===== src/rtl/sbm_pkg.sv =====
package sbm_pkg;
   typedef enum logic [1:0] {
      ST_IDLE  = 2'd0,
      ST_LEAD  = 2'd1,
      ST_SHIFT = 2'd2
   } sbm_state_t;
endpackage


===== src/rtl/sbm_halfcnt.sv =====
// Half-period tick source: pulses tick every HALF cycles while run is high.
module sbm_halfcnt #(
   parameter int HALF = 2
) (
   input  logic clk,
   input  logic rst,
   input  logic run,
   output logic tick
);
   generate
      if (HALF < 1) begin : g_bad_half
         $error("sbm_halfcnt: HALF must be at least 1");
      end
      if (HALF == 1) begin : g_direct
         assign tick = run;
      end else begin : g_count
         localparam int CW = $clog2(HALF);
         logic [CW-1:0] cnt;

         always_ff @(posedge clk) begin
            if (rst || !run) begin
               cnt <= '0;
            end else if (cnt == CW'(HALF - 1)) begin
               cnt <= '0;
            end else begin
               cnt <= cnt + 1'b1;
            end
         end

         assign tick = run && (cnt == CW'(HALF - 1));

         // the counter never leaves its half-period range
         assert_cnt_range_R4: assert property (@(posedge clk) disable iff (rst)
            cnt <= CW'(HALF - 1));
      end
   endgenerate
endmodule


===== src/rtl/sbm_txshift.sv =====
// Outgoing shift register, MSB presented on the line, zero fill.
module sbm_txshift #(
   parameter int W = 8
) (
   input  logic         clk,
   input  logic         rst,
   input  logic         load,
   input  logic [W-1:0] ld_val,
   input  logic         shift,
   output logic         msb
);
   logic [W-1:0] sr;

   always_ff @(posedge clk) begin
      if (rst) begin
         sr <= '0;
      end else if (load) begin
         sr <= ld_val;
      end else if (shift) begin
         sr <= {sr[W-2:0], 1'b0};
      end
   end

   assign msb = sr[W-1];
endmodule


===== src/rtl/sbm_rxshift.sv =====
// Incoming shift register, new bit enters at the LSB end.
module sbm_rxshift #(
   parameter int W = 8
) (
   input  logic         clk,
   input  logic         rst,
   input  logic         capture,
   input  logic         din,
   output logic [W-1:0] word
);
   logic [W-1:0] sr;

   always_ff @(posedge clk) begin
      if (rst) begin
         sr <= '0;
      end else if (capture) begin
         sr <= {sr[W-2:0], din};
      end
   end

   assign word = sr;
endmodule


===== src/rtl/serial_byte_master.sv =====
module serial_byte_master #(
   parameter int DATA_W  = 8,
   parameter int CLK_DIV = 4
) (
   input  logic              clk,
   input  logic              rst,
   input  logic              start,
   input  logic [DATA_W-1:0] tx_byte,
   input  logic              mode_sel,
   input  logic              miso,
   output logic              sck,
   output logic              mosi,
   output logic              cs_n,
   output logic [DATA_W-1:0] rx_byte,
   output logic              busy
);
   import sbm_pkg::*;

   localparam int HALF   = CLK_DIV / 2;
   localparam int EDGES  = 2 * DATA_W;
   localparam int ECNT_W = $clog2(EDGES + 1);

   generate
      if (CLK_DIV < 2 || (CLK_DIV % 2) != 0) begin : g_bad_div
         $error("serial_byte_master: CLK_DIV must be even and at least 2");
      end
      if (DATA_W < 2) begin : g_bad_width
         $error("serial_byte_master: DATA_W must be at least 2");
      end
   endgenerate

   sbm_state_t        state;
   logic              mode_q;
   logic              sck_q;
   logic              cs_q;
   logic              busy_q;
   logic [ECNT_W-1:0] ecnt;
   logic [DATA_W-1:0] rx_q;

   logic              run;
   logic              tick;
   logic              accept;
   logic              last_tick;
   logic              toggle;
   logic              rise;
   logic              fall;
   logic              tx_shift;
   logic [DATA_W-1:0] rx_word;

   assign run       = (state != ST_IDLE);
   assign accept    = (state == ST_IDLE) && start;
   assign last_tick = tick && (state == ST_SHIFT) && (ecnt == ECNT_W'(EDGES));
   assign toggle    = tick && ((state == ST_LEAD) ||
                               ((state == ST_SHIFT) && (ecnt != ECNT_W'(EDGES))));
   assign rise      = toggle && !sck_q;
   assign fall      = toggle &&  sck_q;
   // Mode 3 opens with a falling edge that only launches the MSB already on the line
   assign tx_shift  = fall && !(mode_q && (ecnt == '0));

   sbm_halfcnt #(.HALF(HALF)) u_half (
      .clk  (clk),
      .rst  (rst),
      .run  (run),
      .tick (tick)
   );

   sbm_txshift #(.W(DATA_W)) u_tx (
      .clk    (clk),
      .rst    (rst),
      .load   (accept),
      .ld_val (tx_byte),
      .shift  (tx_shift),
      .msb    (mosi)
   );

   sbm_rxshift #(.W(DATA_W)) u_rx (
      .clk     (clk),
      .rst     (rst),
      .capture (rise),
      .din     (miso),
      .word    (rx_word)
   );

   always_ff @(posedge clk) begin
      if (rst) begin
         state  <= ST_IDLE;
         mode_q <= 1'b0;
         sck_q  <= mode_sel;
         cs_q   <= 1'b1;
         busy_q <= 1'b0;
         ecnt   <= '0;
         rx_q   <= '0;
      end else begin
         unique case (state)
            ST_IDLE: begin
               sck_q <= mode_sel;
               if (start) begin
                  mode_q <= mode_sel;
                  cs_q   <= 1'b0;
                  busy_q <= 1'b1;
                  ecnt   <= '0;
                  state  <= ST_LEAD;
               end
            end
            ST_LEAD: begin
               if (tick) begin
                  sck_q <= ~sck_q;
                  ecnt  <= ECNT_W'(1);
                  state <= ST_SHIFT;
               end
            end
            ST_SHIFT: begin
               if (last_tick) begin
                  cs_q   <= 1'b1;
                  busy_q <= 1'b0;
                  rx_q   <= rx_word;
                  state  <= ST_IDLE;
               end else if (tick) begin
                  sck_q <= ~sck_q;
                  ecnt  <= ecnt + 1'b1;
               end
            end
            default: state <= ST_IDLE;
         endcase
      end
   end

   assign sck     = sck_q;
   assign cs_n    = cs_q;
   assign busy    = busy_q;
   assign rx_byte = rx_q;

   // a settled idle line rests at the selected level
   assert_idle_level_R2: assert property (@(posedge clk) disable iff (rst)
      (state == ST_IDLE && $past(state == ST_IDLE) && $stable(mode_sel)) |-> (sck == mode_sel));

   // busy only ever rises in answer to a start strobe
   assert_busy_cause_R3: assert property (@(posedge clk) disable iff (rst)
      $rose(busy) |-> $past(start));

   // the edge counter never runs past the frame length
   assert_edge_bound_R4: assert property (@(posedge clk) disable iff (rst)
      ecnt <= ECNT_W'(EDGES));

   // the select line releases with the clock already at rest
   assert_release_rest_R8: assert property (@(posedge clk) disable iff (rst)
      $rose(cs_n) |-> (sck == mode_q) && $stable(sck));

   // a start during an open frame that is not closing keeps it open
   assert_start_ignored_R9: assert property (@(posedge clk) disable iff (rst)
      (busy && start && !last_tick) |=> busy);

   // outgoing data holds across every capture edge
   assert_mosi_hold_R11: assert property (@(posedge clk) disable iff (rst)
      (!cs_n && $rose(sck)) |-> $stable(mosi));
endmodule


===== config.mk =====
export PLATFORM = sky130hd
export DESIGN_NAME = serial_byte_master
export DESIGN_NICKNAME = d
export VERILOG_FILES = /design/src/rtl/sbm_pkg.sv /design/src/rtl/sbm_halfcnt.sv /design/src/rtl/sbm_txshift.sv /design/src/rtl/sbm_rxshift.sv /design/src/rtl/serial_byte_master.sv
export SDC_FILE = /design/constraint.sdc
export NUM_CORES = 1
export LEC_CHECK = 0
export BUFFER_PORTS_ARGS = -buffer_cell sky130_fd_sc_hd__buf_2
export CORE_MARGIN = 2
export CORE_UTILIZATION = 40
export DETAILED_ROUTE_END_ITERATION = 10
export GPL_ROUTABILITY_DRIVEN = 0
export HOLD_SLACK_MARGIN = 0.08
export PLACE_DENSITY = 0.68
export SLEW_MARGIN = 20
export SYNTH_ARGS = -nofsm -noshare
export SYNTH_HDL_FRONTEND = slang
export SYNTH_HIERARCHICAL = 1
export SYNTH_SLANG_ARGS = --single-unit

===== constraint.sdc =====
create_clock -name clk -period 2 [get_ports clk]
set_input_delay 0.1 -clock clk [delete_from_list [all_inputs] [get_ports clk]]
set_output_delay 0.1 -clock clk [all_outputs]
set_load 0.02 [all_outputs]

# [Word level (Yosys, flattened, before mapping)]
# Cells that the tools add are included.
[word_totals] register_bits=36 latch_bits=0 ramBits=0 mem_bits_ro=0 input_bits=13 out_inout_bits=12 elab_cells=73 mem_count=0
[classes] addsub=2 n_mul=0 n_div=0 order_cmp=0 n_eq_ne=10 shifts=0 muxes=21 n_bitwise=1 n_reduce_logical=29
[op_table] op="$mux W5" count=4
[op_table] op="$mux W8" count=2
[op_table] op="$pmux W5 S3" count=1
[op_table] op="$logic_and A1 B1 Y1" count=10
[op_table] op="$ne A2 B2 Y1 const B" count=5
[op_table] op="$mux W1" count=7
[op_table] op="$mux W2" count=3
[op_table] op="$pmux W2 S3" count=1
[op_table] op="$reduce_and A2 Y1" count=3
[op_table] op="$reduce_and A3 Y1" count=2
[op_table] op="$reduce_bool A2 Y1" count=3
[op_table] op="$add A5 B1 Y5 const B" count=1
[op_table] op="$eq A5 B5 Y1 const B" count=1
[op_table] op="$logic_not A5 Y1" count=1
[op_table] op="$ne A5 B5 Y1 const B" count=1
[op_table] op="$reduce_and A5 Y1" count=1
[op_table] op="$pmux W1 S2" count=2
[op_table] op="$reduce_bool A4 Y1" count=1
[op_table] op="$logic_not A1 Y1" count=3
[op_table] op="$ne A3 B3 Y1 const B" count=1
[op_table] op="$pmux W1 S3" count=1
[op_table] op="$reduce_bool A3 Y1" count=1
[op_table] op="$eq A2 B1 Y1 const B" count=1
[op_table] op="$eq A2 B2 Y1 const B" count=1
[op_table] op="5 further kinds" count=6

# [Depth between registers and ports, before layout]
[logic_depth] depth_word=8 ltp_mapped=10 depth_no_buf=8

# [By module]
# The synthesis kept the hierarchy.
[modules_own_cells] module="serial_byte_master" n_inst=1 cells_per_inst=128 area_each_um2=1019.7 seq_area_each_um2=390.4
[modules_own_cells] module="sbm_txshift" n_inst=1 cells_per_inst=35 area_each_um2=369.1 seq_area_each_um2=160.2
[modules_own_cells] module="sbm_rxshift" n_inst=1 cells_per_inst=26 area_each_um2=285.3 seq_area_each_um2=160.2
[modules_own_cells] module="sbm_halfcnt" n_inst=1 cells_per_inst=3 area_each_um2=40.0 seq_area_each_um2=20.0

# [Worst setup path after synthesis]
# OpenSTA, ideal clock, no wires.
[synth_path] kind="register to register" startpoint="register state[0]" endpoint="register ecnt[2]" setup_ns=0.070 arrival_ns=2.151 required_time_ns=1.930 path_slack_ns=-0.221 path_stages_with_launch=10 n_path_buf=1 period_less_slack_ns=2.221 path_cell_list="dfxtp_1 -> inv_1 -> ha_1 -> inv_1 -> and2_2 -> buf_6 -> o21ba_4 -> or3_4 -> or4_1 -> a21oi_1"
[synth_between] elab_chain_len=6 word_cells_on_any_way=14 cone_classes="eq/ne (6); mux (1); reduce/logical (7)"
[synth_rtl] item="from (decl)" line="serial_byte_master.sv:32" text="sbm_state_t state;"
[synth_rtl] item="from (signal assigned)" line="serial_byte_master.sv:86" text="state <= ST_IDLE;"
[synth_rtl] item="from (signal assigned)" line="serial_byte_master.sv:102" text="state <= ST_LEAD;"
[synth_rtl] item="from (signal assigned)" line="serial_byte_master.sv:109" text="state <= ST_SHIFT;"
[synth_rtl] item="$reduce_bool A2 Y1 *" line="serial_byte_master.sv:50" text="assign run = (state != ST_IDLE);"
[synth_rtl] item="via run" line="serial_byte_master.sv:40" text="logic run;"
[synth_rtl] item="$logic_and A1 B1 Y1 *" line="sbm_halfcnt.sv:30" text="assign tick = run && (cnt == CW'(HALF - 1));"
[synth_rtl] item="via tick" line="serial_byte_master.sv:41" text="logic tick;"
[synth_rtl] item="$logic_and A1 B1 Y1 (2 in series)" line="serial_byte_master.sv:52" text="assign last_tick = tick && (state == ST_SHIFT) && (ecnt == ECNT_W'(EDGES));"
[synth_rtl] item="$ne A2 B2 Y1 (no source line)"
[synth_rtl] item="$reduce_and A5 Y1 (no source line) *"
[synth_rtl] item="to (signal assigned)" line="serial_byte_master.sv:120" text="ecnt <= ecnt + 1'b1;"
[synth_rtl] item="to (decl)" line="serial_byte_master.sv:37" text="logic [ECNT_W-1:0] ecnt;"
# Mark *: on every way through the listed nets, which the timed path passes. The rest lies on a longest branch.
# A chain may end at the register's enable or synchronous reset.

# [Final worst setup path]
[layout_path] startpoint="register ecnt[0]" endpoint="register ecnt[2]"
[layout_between] elab_chain_len=4 word_cells_on_any_way=8 cone_classes="add/sub (1); eq/ne (2); mux (3); reduce/logical (2)"
[layout_rtl] item="$add A5 B1 Y5 / $eq A5 B5 Y1 (equally long branches)" line="serial_byte_master.sv:120, serial_byte_master.sv:52"
[layout_rtl] item="$mux W5 / $logic_and A1 B1 Y1 (equally long branches)" line="serial_byte_master.sv:118, serial_byte_master.sv:52"
[layout_rtl] item="$mux W5 / $ne A2 B2 Y1 (equally long branches)"
[layout_rtl] item="$pmux W5 S3 / $reduce_and A5 Y1 (equally long branches)"
# Several ways; a longest one is shown, not always the timed one. The select of a mux whose other input is x is not followed.

==> flow_summary.toml <==
[placed_design]
dpl-instance-area_um2 = 1930
place_ws_ns = 0.0573
dp_hpwl_mm = 2.46
port_buffers = 24
place_inst = 268

[setup_path]
critPathMaxFanout = 7
slowest_stage = "or4_1"
cp-start-kind = "register"
critPathCaptureType = "register"
worstSetupPathType = "reg2reg"
critPathArrivalTime_ns = 2.15
crit_required_ns = 2.23
worstPathCellList = "inv_1 > ha_1 > nor4bb_4 > buf_4 > and3_1 > or4_1 > a21oi_1"
timing.reg2reg.setup_slack_ns = 0.08
slowest_delay_ns = 0.52

[floorplanning]
die-area_um2 = 4820
fp.coreArea_um2 = 4060
fp.dieH_um = 69.5
io-pin-count = 25
num_rows = 23
die_x_um = 69.5
initial_utilization_pct = 42.2

[min_path]
worstHoldPathType = "in2reg"

[timing]
setup_viol = 0
hold_violations = 0
finalWorstSetupSlack_ns = 0.0788
period_share_pct = 96.1
fin_crit_ns = 1.92
fmax_mhz = 521
tightestPinTransition_ns = 0.424
drv_slew = 0
maxSlewHeadroom_pct = 71.7
fin_skew_ns = 0.00540
holdWs_ns = 0.106

[grt]
grt_pass1_vias = 1361
grt_max_degree = 21
grt_usage_pct = 15.2
antenna_found_initial = 0
grt_first_pass_wirelength_mm = 6.00
overflow = 0

[final_layout]
fin_nets = 249
antennaDiodeCount = 0
fin_area_um2 = 2080
drive_above_1_share_pct = 23.9
regArea_um2 = 736
final_cells = 280
multi_input_area_um2 = 913
areaGrowthSynthToFinish_pct = 21.5
n_fill_cell = 392

[synthesis]
ys_seq_elements = 36
yosysWarnings = 6
synth_top_family_by_area = "simple AND/OR/NAND/NOR gates"
synthMuxAreaShare_pct = 10.5
synthXorXnorAreaFrac_pct = 0
syn_avg_cell_area_um2 = 8.93
synth_cell_types = 35
synth_nets = 212
synth-compound-area-share_pct = 14.7
yosys.area_share.adder_pct = 5.11
yosysSeqAreaShare_pct = 42.6
synthSimpleGateAreaFrac_pct = 21.4
netlist_instances = 192
syn_area_um2 = 1710

[clock_tree]
clk_pin_slew_ns = 0.08
numCtsBuffers = 5
ctsRootBufferMaster = "clkbuf_8"
clk_latency_ns = 0.29
clock_path_buffers = 2
cts.sinks = 36
cts_max_level = 2
cts_tree = "built"

[routing]
ant_nets = 0
drt_iter0_drc = 82
num_vias = 1438
drc = 0
avgRoutedWirePerCell_um = 12.8
drt_first_pass_iters = 5
via_per_inst = 5.14
wl_mm = 3.60

[power]
power.total_mw = 2.23
ir_drop_v = 0.000537
p_per_area_nw_per_um2 = 1070
leakage_nw = 0.828

[run_status]
outcome = "complete, no violations"

[run]
drv_cap = 0
repair_timing:
action                                  4_1_cts  5_1_grt
hold buffers                                  3        0
endpoints found under the setup margin        0       20
buffers inserted                              0        1
resized for setup                             0        4
endpoints found under the hold margin         3        0
worst paths after layout:
path | from | cells after the start | endpoint
setup / recovery | ecnt[0] | 7 | ecnt[2]
hold / removal | tx_byte[4] | 3 | u_tx/sr[4]
setup reg to reg | ecnt[0] | 7 | ecnt[2]
hold reg to reg | u_half/g_count.cnt | 1 | u_half/g_count.cnt
cell usage in the layout (no fill, tap or decap), types with 2 or more instances in the layout:
master and n:
buf_4 13, nor3_1 2, mux2i_1 18, inv_1 6, dlygate4sd3_1 3, nand3_1 5, nor2b_1 10, a211oi_1 7
nand4_1 3, dfxtp_1 33, a31oi_1 2, o21bai_1 2, o21ai_0 3, nand2_1 25, o31ai_1 3, ha_1 6
nand2b_1 3, nor2_1 18, inv_2 2, a21oi_1 17, clkbuf_8 6, buf_2 24
worst max-delay path: cells and delay by family, from the launching register on:
kind | cells | cell delay [ns]
compound gates | 1 | 0.13
flops | 1 | 0.39
fa+ha+maj | 1 | 0.21
buf+inv | 2 | 0.25
simple gates | 3 | 0.89
Yosys cell counts:
cell / n / share of area, %
a211oi_1: 7 / 3.1
a21o_1: 1 / 0.44
a21oi_1: 17 / 5.0
a31oi_1: 2 / 0.73
and2_1: 1 / 0.37
and2_2: 1 / 0.44
and3_1: 1 / 0.37
buf_1: 1 / 0.22
buf_2: 1 / 0.29
buf_6: 3 / 2.0
clkbuf_1: 4 / 0.88
clkdlybuf4s18_2: 1 / 0.58
dfxtp_1: 35 / 41
edfxtp_1: 1 / 1.8
ha_1: 7 / 5.1
inv_1: 8 / 1.8
mux2i_1: 18 / 11
nand2_1: 25 / 5.5
nand2b_1: 3 / 1.1
nand3_1: 5 / 1.5
nand4_1: 3 / 1.1
nor2_1: 18 / 3.9
nor2b_1: 10 / 3.6
nor3_1: 2 / 0.58
nor3b_2: 1 / 0.73
nor4bb_1: 1 / 0.58
o21ai_0: 4 / 1.2
o21ba_4: 1 / 0.95
o21bai_1: 2 / 0.88
o221a_2: 1 / 0.66
o31ai_1: 3 / 1.3
o41ai_1: 1 / 0.51
or3_4: 1 / 0.66
or3b_1: 1 / 0.51
or4_1: 1 / 0.44
power breakdown:
| part | internal (mW) | total [mW] | switching [mW] | leakage [nW] |
|---|---|---|---|---|
| sequential | 0.823 | 0.889 | 0.0663 | 0.296 |
| combinational | 0.383 | 0.792 | 0.410 | 0.487 |
| clock | 0.280 | 0.548 | 0.268 | 0.0445 |
state kept, by name, indices dropped and copies added (netlist names):
| signal | count |
|---|---|
| state | 2 |
| rx_byte | 8 |
| sck | 1 |
| busy | 1 |
| mode_q | 1 |
| u_tx/sr | 8 |
| u_half/g_count.cnt | 1 |
| u_rx/word | 8 |
| ecnt | 5 |
| cs_n | 1 |
routing by layer:
| layer | vias to the layer above | share of wire [%] | GRT usage (%) |
|---|---|---|---|
| met5 | - | 0 | 0 |
| met4 | 0 | 2.4 | 7.84 |
| met3 | 8 | 5.8 | 3.78 |
| met2 | 42 | 45 | 23.3 |
| met1 | 650 | 47 | 19.9 |
| li1 | 738 | - | - |
metrics by stage:
stage	setup TNS (ns)	util, %
after floorplan	0	-
final	0	51.3
after global placement	0	47.7
after global routing	-0.0131	51.3
after detailed placement	0	47.7
after CTS	0	50.7
layout make-up:
| cell class | instances | area share [%] |
|---|---|---|
| Multi-Input combinational cell | 138 | 43.8 |
| Sequential cell | 36 | 35.3 |
| Timing Repair Buffer | 40 | 11.9 |
| Clock buffer | 7 | 4.14 |
| Tap cell | 50 | 3.00 |
| Inverter | 8 | 1.44 |
| Clock inverter | 1 | 0.360 |
kinds of logic after synthesis:
logic type                 Yosys count
AOI/OAI and AO/OA                   39
adders and majority gates            7
buffers and inverters               18
DFF                                 36
muxes                               18
and+or+nand+nor                     74
Power figures use the tool's default switching activity.
